`src/rtl/dcs_pkg.sv`:
```
package dcs_pkg;
  localparam int STS_W   = 32;
  localparam int EN_POS  = 0;
  localparam int ACT_POS = 1;
  localparam int ETR_POS = 4;
  localparam int EBF_POS = 5;
  localparam int DLD_POS = 6;
  localparam int CNT_LSB = 16;

  // index of each clear-on-read flag in the flag bank
  typedef enum int unsigned {
    FL_ETR = 0,
    FL_EBF = 1,
    FL_DLD = 2
  } flag_idx_e;
  localparam int NUM_FLAGS = 3;
endpackage

```
`src/rtl/dcs_count.sv`:
```
module dcs_count #(
  parameter int CNT_W = 16
) (
  input  logic             clk,
  input  logic             rst,
  input  logic             cfg_wr,
  input  logic [CNT_W-1:0] cfg_count,
  input  logic             byte_stb,
  input  logic             en,
  output logic [CNT_W-1:0] cnt_q,
  output logic             zero_hit
);
  localparam logic [CNT_W-1:0] ONE  = CNT_W'(1);
  localparam logic [CNT_W-1:0] ZERO = '0;

  logic step;
  assign step     = !cfg_wr && byte_stb && en && (cnt_q != ZERO);
  assign zero_hit = step && (cnt_q == ONE);

  always_ff @(posedge clk) begin
    if (rst)         cnt_q <= ZERO;
    else if (cfg_wr) cnt_q <= cfg_count;
    else if (step)   cnt_q <= cnt_q - ONE;
  end

  AST_CNT_SATURATE: assert property (@(posedge clk) disable iff (rst)
    (cnt_q == ZERO && !cfg_wr) |=> (cnt_q == ZERO));
  AST_CNT_STEP: assert property (@(posedge clk) disable iff (rst)
    (!cfg_wr && byte_stb && en && cnt_q != ZERO) |=> (cnt_q == $past(cnt_q) - ONE));
endmodule

```
`src/rtl/dcs_enable.sv`:
```
module dcs_enable (
  input  logic clk,
  input  logic rst,
  input  logic cfg_wr,
  input  logic cfg_enable,
  input  logic cfg_ldnext,
  input  logic grant,
  input  logic pkt_end,
  input  logic dev_end,
  input  logic fifo_empty,
  input  logic zero_hit,
  output logic en_q,
  output logic act_q,
  output logic ldnext_req
);
  logic drain_q, ldnext_q;
  logic en_d, act_d, drain_d;
  logic dev_stop;

  assign dev_stop = pkt_end && dev_end && en_q;

  always_comb begin
    en_d    = en_q;
    act_d   = act_q;
    drain_d = drain_q;
    if (cfg_wr) begin
      if (cfg_enable) begin
        en_d    = 1'b1;
        drain_d = 1'b0;
      end else if (act_q && !fifo_empty) begin
        drain_d = 1'b1;
      end else begin
        en_d    = 1'b0;
        act_d   = 1'b0;
        drain_d = 1'b0;
      end
    end else begin
      if (drain_q && fifo_empty) begin
        en_d    = 1'b0;
        act_d   = 1'b0;
        drain_d = 1'b0;
      end else if (zero_hit || dev_stop) begin
        en_d    = 1'b0;
        drain_d = 1'b0;
      end
      if (pkt_end)
        act_d = 1'b0;
      else if (grant && en_q && !drain_q)
        act_d = 1'b1;
    end
  end

  always_ff @(posedge clk) begin
    if (rst) begin
      en_q     <= 1'b0;
      act_q    <= 1'b0;
      drain_q  <= 1'b0;
      ldnext_q <= 1'b0;
    end else begin
      en_q    <= en_d;
      act_q   <= act_d;
      drain_q <= drain_d;
      if (cfg_wr) ldnext_q <= cfg_ldnext;
    end
  end

  assign ldnext_req = ldnext_q && !en_q;

  AST_EN_ON_WRITE: assert property (@(posedge clk) disable iff (rst)
    (cfg_wr && cfg_enable) |=> en_q);
  AST_EN_DRAIN_HOLD: assert property (@(posedge clk) disable iff (rst)
    (drain_q && !fifo_empty && !cfg_wr && !zero_hit && !dev_stop) |=> en_q);
  AST_EN_DRAIN_DONE: assert property (@(posedge clk) disable iff (rst)
    (drain_q && fifo_empty && !cfg_wr) |=> (!en_q && !act_q));
  AST_ACT_NEEDS_GRANT: assert property (@(posedge clk) disable iff (rst)
    $rose(act_q) |-> $past(grant));
  AST_ACT_PKT_CLR: assert property (@(posedge clk) disable iff (rst)
    (pkt_end && !cfg_wr) |=> !act_q);
endmodule

```
`src/rtl/dcs_flags.sv`:
```
module dcs_flags #(
  parameter int NF = 3
) (
  input  logic          clk,
  input  logic          rst,
  input  logic [NF-1:0] set_ev,
  input  logic          rd,
  output logic [NF-1:0] flags_q
);
  for (genvar g = 0; g < NF; g++) begin : g_flag
    logic f_r;
    always_ff @(posedge clk) begin
      if (rst)            f_r <= 1'b0;
      else if (set_ev[g]) f_r <= 1'b1;
      else if (rd)        f_r <= 1'b0;
    end
    assign flags_q[g] = f_r;

    AST_FLAG_SET_WINS: assert property (@(posedge clk) disable iff (rst)
      set_ev[g] |=> flags_q[g]);
    AST_FLAG_RD_CLR: assert property (@(posedge clk) disable iff (rst)
      (rd && !set_ev[g]) |=> !flags_q[g]);
  end
endmodule

```
`src/rtl/dma_chan_status.sv`:
```
module dma_chan_status #(
  parameter int CNT_W = 16
) (
  input  logic             clk,
  input  logic             rst,
  input  logic             cfg_wr,
  input  logic             cfg_from_desc,
  input  logic             cfg_enable,
  input  logic             cfg_ldnext,
  input  logic [CNT_W-1:0] cfg_count,
  input  logic             grant,
  input  logic             pkt_end,
  input  logic             dev_end,
  input  logic             byte_stb,
  input  logic             fifo_empty,
  input  logic             sts_rd,
  output logic [31:0]      status,
  output logic             ldnext_req
);
  import dcs_pkg::*;

  logic [CNT_W-1:0]     cnt_q;
  logic                 zero_hit, en_q, act_q;
  logic [NUM_FLAGS-1:0] set_ev, flags_q;

  dcs_count #(.CNT_W(CNT_W)) u_count (
    .clk(clk), .rst(rst), .cfg_wr(cfg_wr), .cfg_count(cfg_count),
    .byte_stb(byte_stb), .en(en_q), .cnt_q(cnt_q), .zero_hit(zero_hit)
  );

  dcs_enable u_enable (
    .clk(clk), .rst(rst), .cfg_wr(cfg_wr), .cfg_enable(cfg_enable),
    .cfg_ldnext(cfg_ldnext), .grant(grant), .pkt_end(pkt_end),
    .dev_end(dev_end), .fifo_empty(fifo_empty), .zero_hit(zero_hit),
    .en_q(en_q), .act_q(act_q), .ldnext_req(ldnext_req)
  );

  always_comb begin
    set_ev         = '0;
    set_ev[FL_ETR] = pkt_end && dev_end && en_q && !cfg_wr;
    set_ev[FL_EBF] = zero_hit;
    set_ev[FL_DLD] = cfg_wr && cfg_from_desc;
  end

  dcs_flags #(.NF(NUM_FLAGS)) u_flags (
    .clk(clk), .rst(rst), .set_ev(set_ev), .rd(sts_rd), .flags_q(flags_q)
  );

  always_comb begin
    status                       = '0;
    status[CNT_LSB +: CNT_W]     = cnt_q;
    status[EN_POS]               = en_q;
    status[ACT_POS]              = act_q;
    status[ETR_POS]              = flags_q[FL_ETR];
    status[EBF_POS]              = flags_q[FL_EBF];
    status[DLD_POS]              = flags_q[FL_DLD];
  end

  AST_ETR_RD_CLR: assert property (@(posedge clk) disable iff (rst)
    (sts_rd && !pkt_end) |=> !status[ETR_POS]);
  AST_DLD_CTRL_WRITE: assert property (@(posedge clk) disable iff (rst)
    (cfg_wr && !cfg_from_desc && sts_rd) |=> !status[DLD_POS]);
endmodule

```
`config.mk`:
```
export PLATFORM = sky130hd
export DESIGN_NAME = dma_chan_status
export DESIGN_NICKNAME = d
export VERILOG_FILES = /design/src/rtl/dcs_pkg.sv /design/src/rtl/dcs_count.sv /design/src/rtl/dcs_enable.sv /design/src/rtl/dcs_flags.sv /design/src/rtl/dma_chan_status.sv
export SDC_FILE = /design/constraint.sdc
export NUM_CORES = 1
export LEC_CHECK = 0
export BUFFER_PORTS_ARGS = -buffer_cell sky130_fd_sc_hd__buf_2
export CAP_MARGIN = 0
export CORE_MARGIN = 2
export CORE_UTILIZATION = 38
export CTS_BUF_LIST = sky130_fd_sc_hd__clkbuf_8
export CTS_CLUSTER_SIZE = 40
export DETAILED_ROUTE_END_ITERATION = 12
export GPL_TIMING_DRIVEN = 0
export PLACE_DENSITY = 0.64
export SYNTH_ARGS = -nofsm -noshare
export SYNTH_HDL_FRONTEND = slang
export SYNTH_HIERARCHICAL = 1
export SYNTH_SLANG_ARGS = --single-unit
```
`constraint.sdc`:
```
create_clock -name clk -period 3.4 [get_ports clk]
set_input_delay 0.17 -clock clk [delete_from_list [all_inputs] [get_ports clk]]
set_output_delay 0.17 -clock clk [all_outputs]
set_load 0.02 [all_outputs]
```
# --- Word-level counts from Yosys, hierarchy flattened ---
# Cells that the tools add are included.
classes:
  n_addsub: 1
  eq_ne: 4
  muxes: 19
  reduce_logical: 27
op_table:
  columns: ["op", "count"]
  rows:
  - ["16-bit 2-to-1 mux", 2]
  - ["1-bit 2-to-1 mux", 17]
  - ["16-bit by 1-bit equality test with 1-bit output (second input constant)", 1]
  - ["16-bit nonzero test", 1]
  - ["16-bit by 1-bit subtractor with 16-bit output (second input constant)", 1]
  - ["1-bit logical AND", 13]
  - ["2-bit nonzero test", 4]
  - ["1-bit logical NOT", 4]
  - ["2-bit != test (second input constant)", 2]
  - ["4-bit nonzero test", 1]
  - ["3-bit != test (second input constant)", 1]
  - ["3-bit AND reduction", 1]
  - ["3-bit nonzero test", 1]
  - ["2-bit AND reduction", 1]
  - ["1-bit logical OR", 1]
word_totals:
  regBits: 23
  input_bits: 28
  elab_cells: 59

# --- Depth between registers and ports, before layout ---
depth:
  word_depth: 9
  ltp_mapped: 7
  mapped_depth_nobuf: 7

# --- Hierarchy ---
# Netlist, hierarchy kept.
by_module_without_submodules:
  columns: ["mod", "n_inst", "cells_per_inst", "area_per_inst_um2"]
  rows:
  - ["dcs_count", 1, 134, 1091.0]
  - ["dcs_enable", 1, 24, 212.7]
  - ["dcs_flags", 1, 15, 127.6]
  - ["dma_chan_status", 1, 16, 118.9]

# --- Least setup slack after synthesis ---
# Ideal clock, no wire load.
synth_path:
  path_kind: "register to register"
  from: "reg u_count.cnt_q[0]"
  to: "reg u_count.cnt_q[2]"
  setup_time_ns: 0.091
  arrival_ns: 1.993
  required_ns: 3.309
  slack_ns: 1.316
  path_stages_with_launch: 8
  synth_period_minus_slack_ns: 2.084
  path_cell_list: "dfxtp_1 > inv_1 > ha_1 > nor4b_1 > and4_1 > clkbuf_1 > or3_2 > a311oi_1"
synth_between:
  elab_chain_cells: 3
  elab_cells_between_ends: 6
  classes_between: "add/sub: 1; mux: 2; reduce/logical: 3"
synth_lines:
  columns: ["element", "line", "text"]
  rows:
  - ["from (decl)", "dcs_count.sv:10", "output logic [CNT_W-1:0] cnt_q,"]
  - ["from (signal assigned)", "dcs_count.sv:22", "else if (cfg_wr) cnt_q <= cfg_count;"]
  - ["from (signal assigned)", "dcs_count.sv:23", "else if (step) cnt_q <= cnt_q - ONE;"]
  - ["16-bit by 1-bit subtractor with 16-bit output or 16-bit nonzero test (tied branches)", "dcs_count.sv:23, dcs_count.sv:17", null]
  - ["16-bit 2-to-1 mux or 1-bit logical AND (tied branches)", "dcs_count.sv:23, dcs_count.sv:17", null]
  - ["16-bit 2-to-1 mux or 2-bit nonzero test (tied branches)", null, null]
# Several ways; a longest one is shown, not always the timed one. The select of a mux whose other input is x is not followed.
# A chain may end at the register's enable or synchronous reset.

# --- Worst setup path in the final report ---
layout_path:
  from: "reg u_count.cnt_q[0]"
  to: "reg u_count.cnt_q[1]"
# The elaborated chain is that of the path after synthesis.

==> summary.md <==
| Metric | Value |
|---|---|
| CP endpoint kind | register |
| FP Rows | 23 |
| CORE AREA | 3970 um^2 |
| Crit path max fanout | 9 |
| Tightest Pin Transition | 591 ps |
| Placed Instances | 298 |
| Maxcap violations | 0 |
| Largest net degree at the start of global routing | 16 |
| Synth Flop Type | dfxtp_1 |
| Area of the mapped netlist | 1550 um^2 |
| Max IR drop VDD | 0.000155 V |
| Worst setup SP type | register |
| Initial Util | 39.0% |
| ANT nets after route | 0 |
| Die Span X | 67.9 um |
| Yosys top cell area share | 29.7% |
| Number of synthesized flops with an enable pin | 0 |
| Vias | 1,649 |
| RSZ-0062 raised after global routing | false |
| Clock latency on the worst-skew pair | 260 ps |
| H-Tree Depth | 1 |
| Pins over their slew limit | 0 |
| Total negative slack | 0 ps |
| Post-route DRC | 0 |
| WL per Instance | 13.6 um |
| Leakage power | 0.817 nW |
| Count leader, synth | dfxtp_1 |
| Clk sinks | 23 |
| Gr usage total | 17.9% |
| WP data required | 3590 ps |
| Yosys cell types | 54 |
| Setup violators final | 0 |
| Slowest cell on crit path | a2111o_1 |
| YS warnings | 6 |
| GR peak layer | met2 |
| PostCTS Resize Cnt | 0 |
| Kind of critical path | reg2reg |
| Clock transition at path regs | 90 ps |
| Drt total wl | 4110 um |
| Max Root-Sink Buffers | 2 |
| Postcts setup bufs | 0 |
| Critical path's largest stage delay | 540 ps |
| Proportion of layout cells with a drive suffix above 1 | 31.7% |
| Area Overhead vs Synth | 25.2% |
| Fin cells | 302 |
| Synth Register Bits | 23 |
| HP Class | in2reg |
| Antenna violations before repair | 0 |
| Crit path cell chain | inv_1 > ha_1 > nor4b_1 > nand4_1 > a2111o_1 > o211ai_1 |
| Ports | 61 |
| Number of global-route vias before repair | 1,367 |
| DR pass1 iterations | 4 |
| Vias per std cell | 5.46 |
| Mean Syn Cell Area | 8.20 um^2 |
| Most instantiated cells after synthesis | dfxtp_1, nor2_1, buf_4, inv_1, nand3_1 |
| Remaining global-route overflow | 0 |
| Power density over the cells | 335 nW/um^2 |
| Max frequency | 0.448 GHz |
| Mapped Cells | 189 |
| Die Span Y | 67.9 um |
| First-pass GRT wire length | 6380 um |
| Slew HR | 60.2% |
| RePlAce Congestion | 0.867 |
| M2 GR Usage | 30.1% |
| Fill cell count | 427 |
| Register area share after synthesis | 29.7% |
| Synth async-reset ratio | 0% |
| Multi-input gate area | 940 um^2 |
| Outcome | finished, final reports clean |
| Hold Fails Final Rpt | 0 |
| IO buf count | 49 |
| CTS buffer count | 3 |
| Met1 Usage GRT | 23.8% |
| Period utilisation layout | 65.7% |
| Met3 usage | 2.80% |
| Most area-hungry cell type in the Yosys netlist | dfxtp_1 |
| CTS tree | done |
| Worst clock skew | 4.87 ps |
| CTS root buf | clkbuf_8 |
| Fin nets | 283 |
| Detailed Place HPWL | 3080 um |
| FF/Latch Area | 460 um^2 |
| Final min period | 2230 ps |
| Synth top area cells | dfxtp_1, buf_4, a311oi_1, nor2_1, nand3_1 |
| CTS Hold Bufs | 0 |
| Die area | 4610 um^2 |
| Initial DRC count | 60 |
| Number of antenna diodes | 0 |
| Crit path arrival time | 2420 ps |
cell type report:
class / instances / area share [%]
buffer: 22 / 7.35
clock buffer: 3 / 2.13
clock inverter: 1 / 0.193
inverter: 12 / 2.32
multi-input combinational: 142 / 48.4
sequential: 23 / 23.7
tap: 50 / 3.22
timing repair buffer: 49 / 12.6
kinds of logic (layout without fill, tap and decap cells):
logic type	count (synthesis)	after routing	synth area share (%)
simple gates	81	81	32.3
other cells	1	11	0.242
buf+inv	34	87	12.1
compound gates	47	47	23.4
mux	1	1	0.646
flops	23	23	29.7
fa+ha+maj	2	2	1.61
path summary, 6_finish.rpt:
kind / start / end / slack, ps / depth (start not counted)
min reg2reg: u_flags/g_flag[0].f_r / u_flags/g_flag[0].f_r / 470 / 2
min: cfg_ldnext / u_enable/ldnext_q / 140 / 3
max: u_count/cnt_q[0] / u_count/cnt_q[1] / 1170 / 6
max reg2reg: u_count/cnt_q[0] / u_count/cnt_q[1] / 1170 / 6
routing by layer:
layer | part of all wire (%) | vias up
li1 | - | 819
met1 | 47 | 773
met2 | 46 | 53
met3 | 6.1 | 4
met4 | 0.88 | 0
met5 | 0 | -
critical path, delay by kind of cell, from the launching register on:
| kind | cells | cell delay, ps |
|---|---|---|
| simple gates | 2 | 760 |
| compound gates | 2 | 630 |
| flops | 1 | 350 |
| fa+ha+maj | 1 | 310 |
| buf+inv | 1 | 110 |
cell usage in the layout (no fill, tap or decap), drive strengths merged, types with 8 or more instances in the layout:
cell type | synthesis | layout
buf | 17 | 66
dfxtp | 23 | 23
nor2 | 17 | 17
inv | 12 | 13
conb | 1 | 11
nand3 | 10 | 10
a311oi | 10 | 10
nand2 | 8 | 8
a21oi | 8 | 8
clkbuf | 5 | 8
registers in the layout, summed over array words and instances, names as in the netlist:
register	flops
u_count/cnt_q	16
u_flags/g_flag.f_r	3
u_enable/act_q	1
u_enable/drain_q	1
u_enable/en_q	1
u_enable/ldnext_q	1
stage by stage:
| stage | total power, mW | instance area (um^2) | util (%) | setup WS, ps | hold WS [ps] |
|---|---|---|---|---|---|
| floorplan | 0.427 | 1590 | - | 1320 | 239 |
| global placement | 0.485 | 1900 | 47.7 | 1250 | 412 |
| detailed placement | 0.487 | 1900 | 47.7 | 1210 | 420 |
| CTS | 0.657 | 1940 | 48.9 | 1160 | 144 |
| global route | 0.688 | 1940 | 48.9 | 1030 | 171 |
| finish | 0.650 | 1940 | 48.9 | 1170 | 145 |
power by group:
group	switching, mW	internal (mW)
sequential	0.0221	0.285
clock	0.0874	0.0805
combinational	0.105	0.0704
Power figures use the tool's default switching activity.
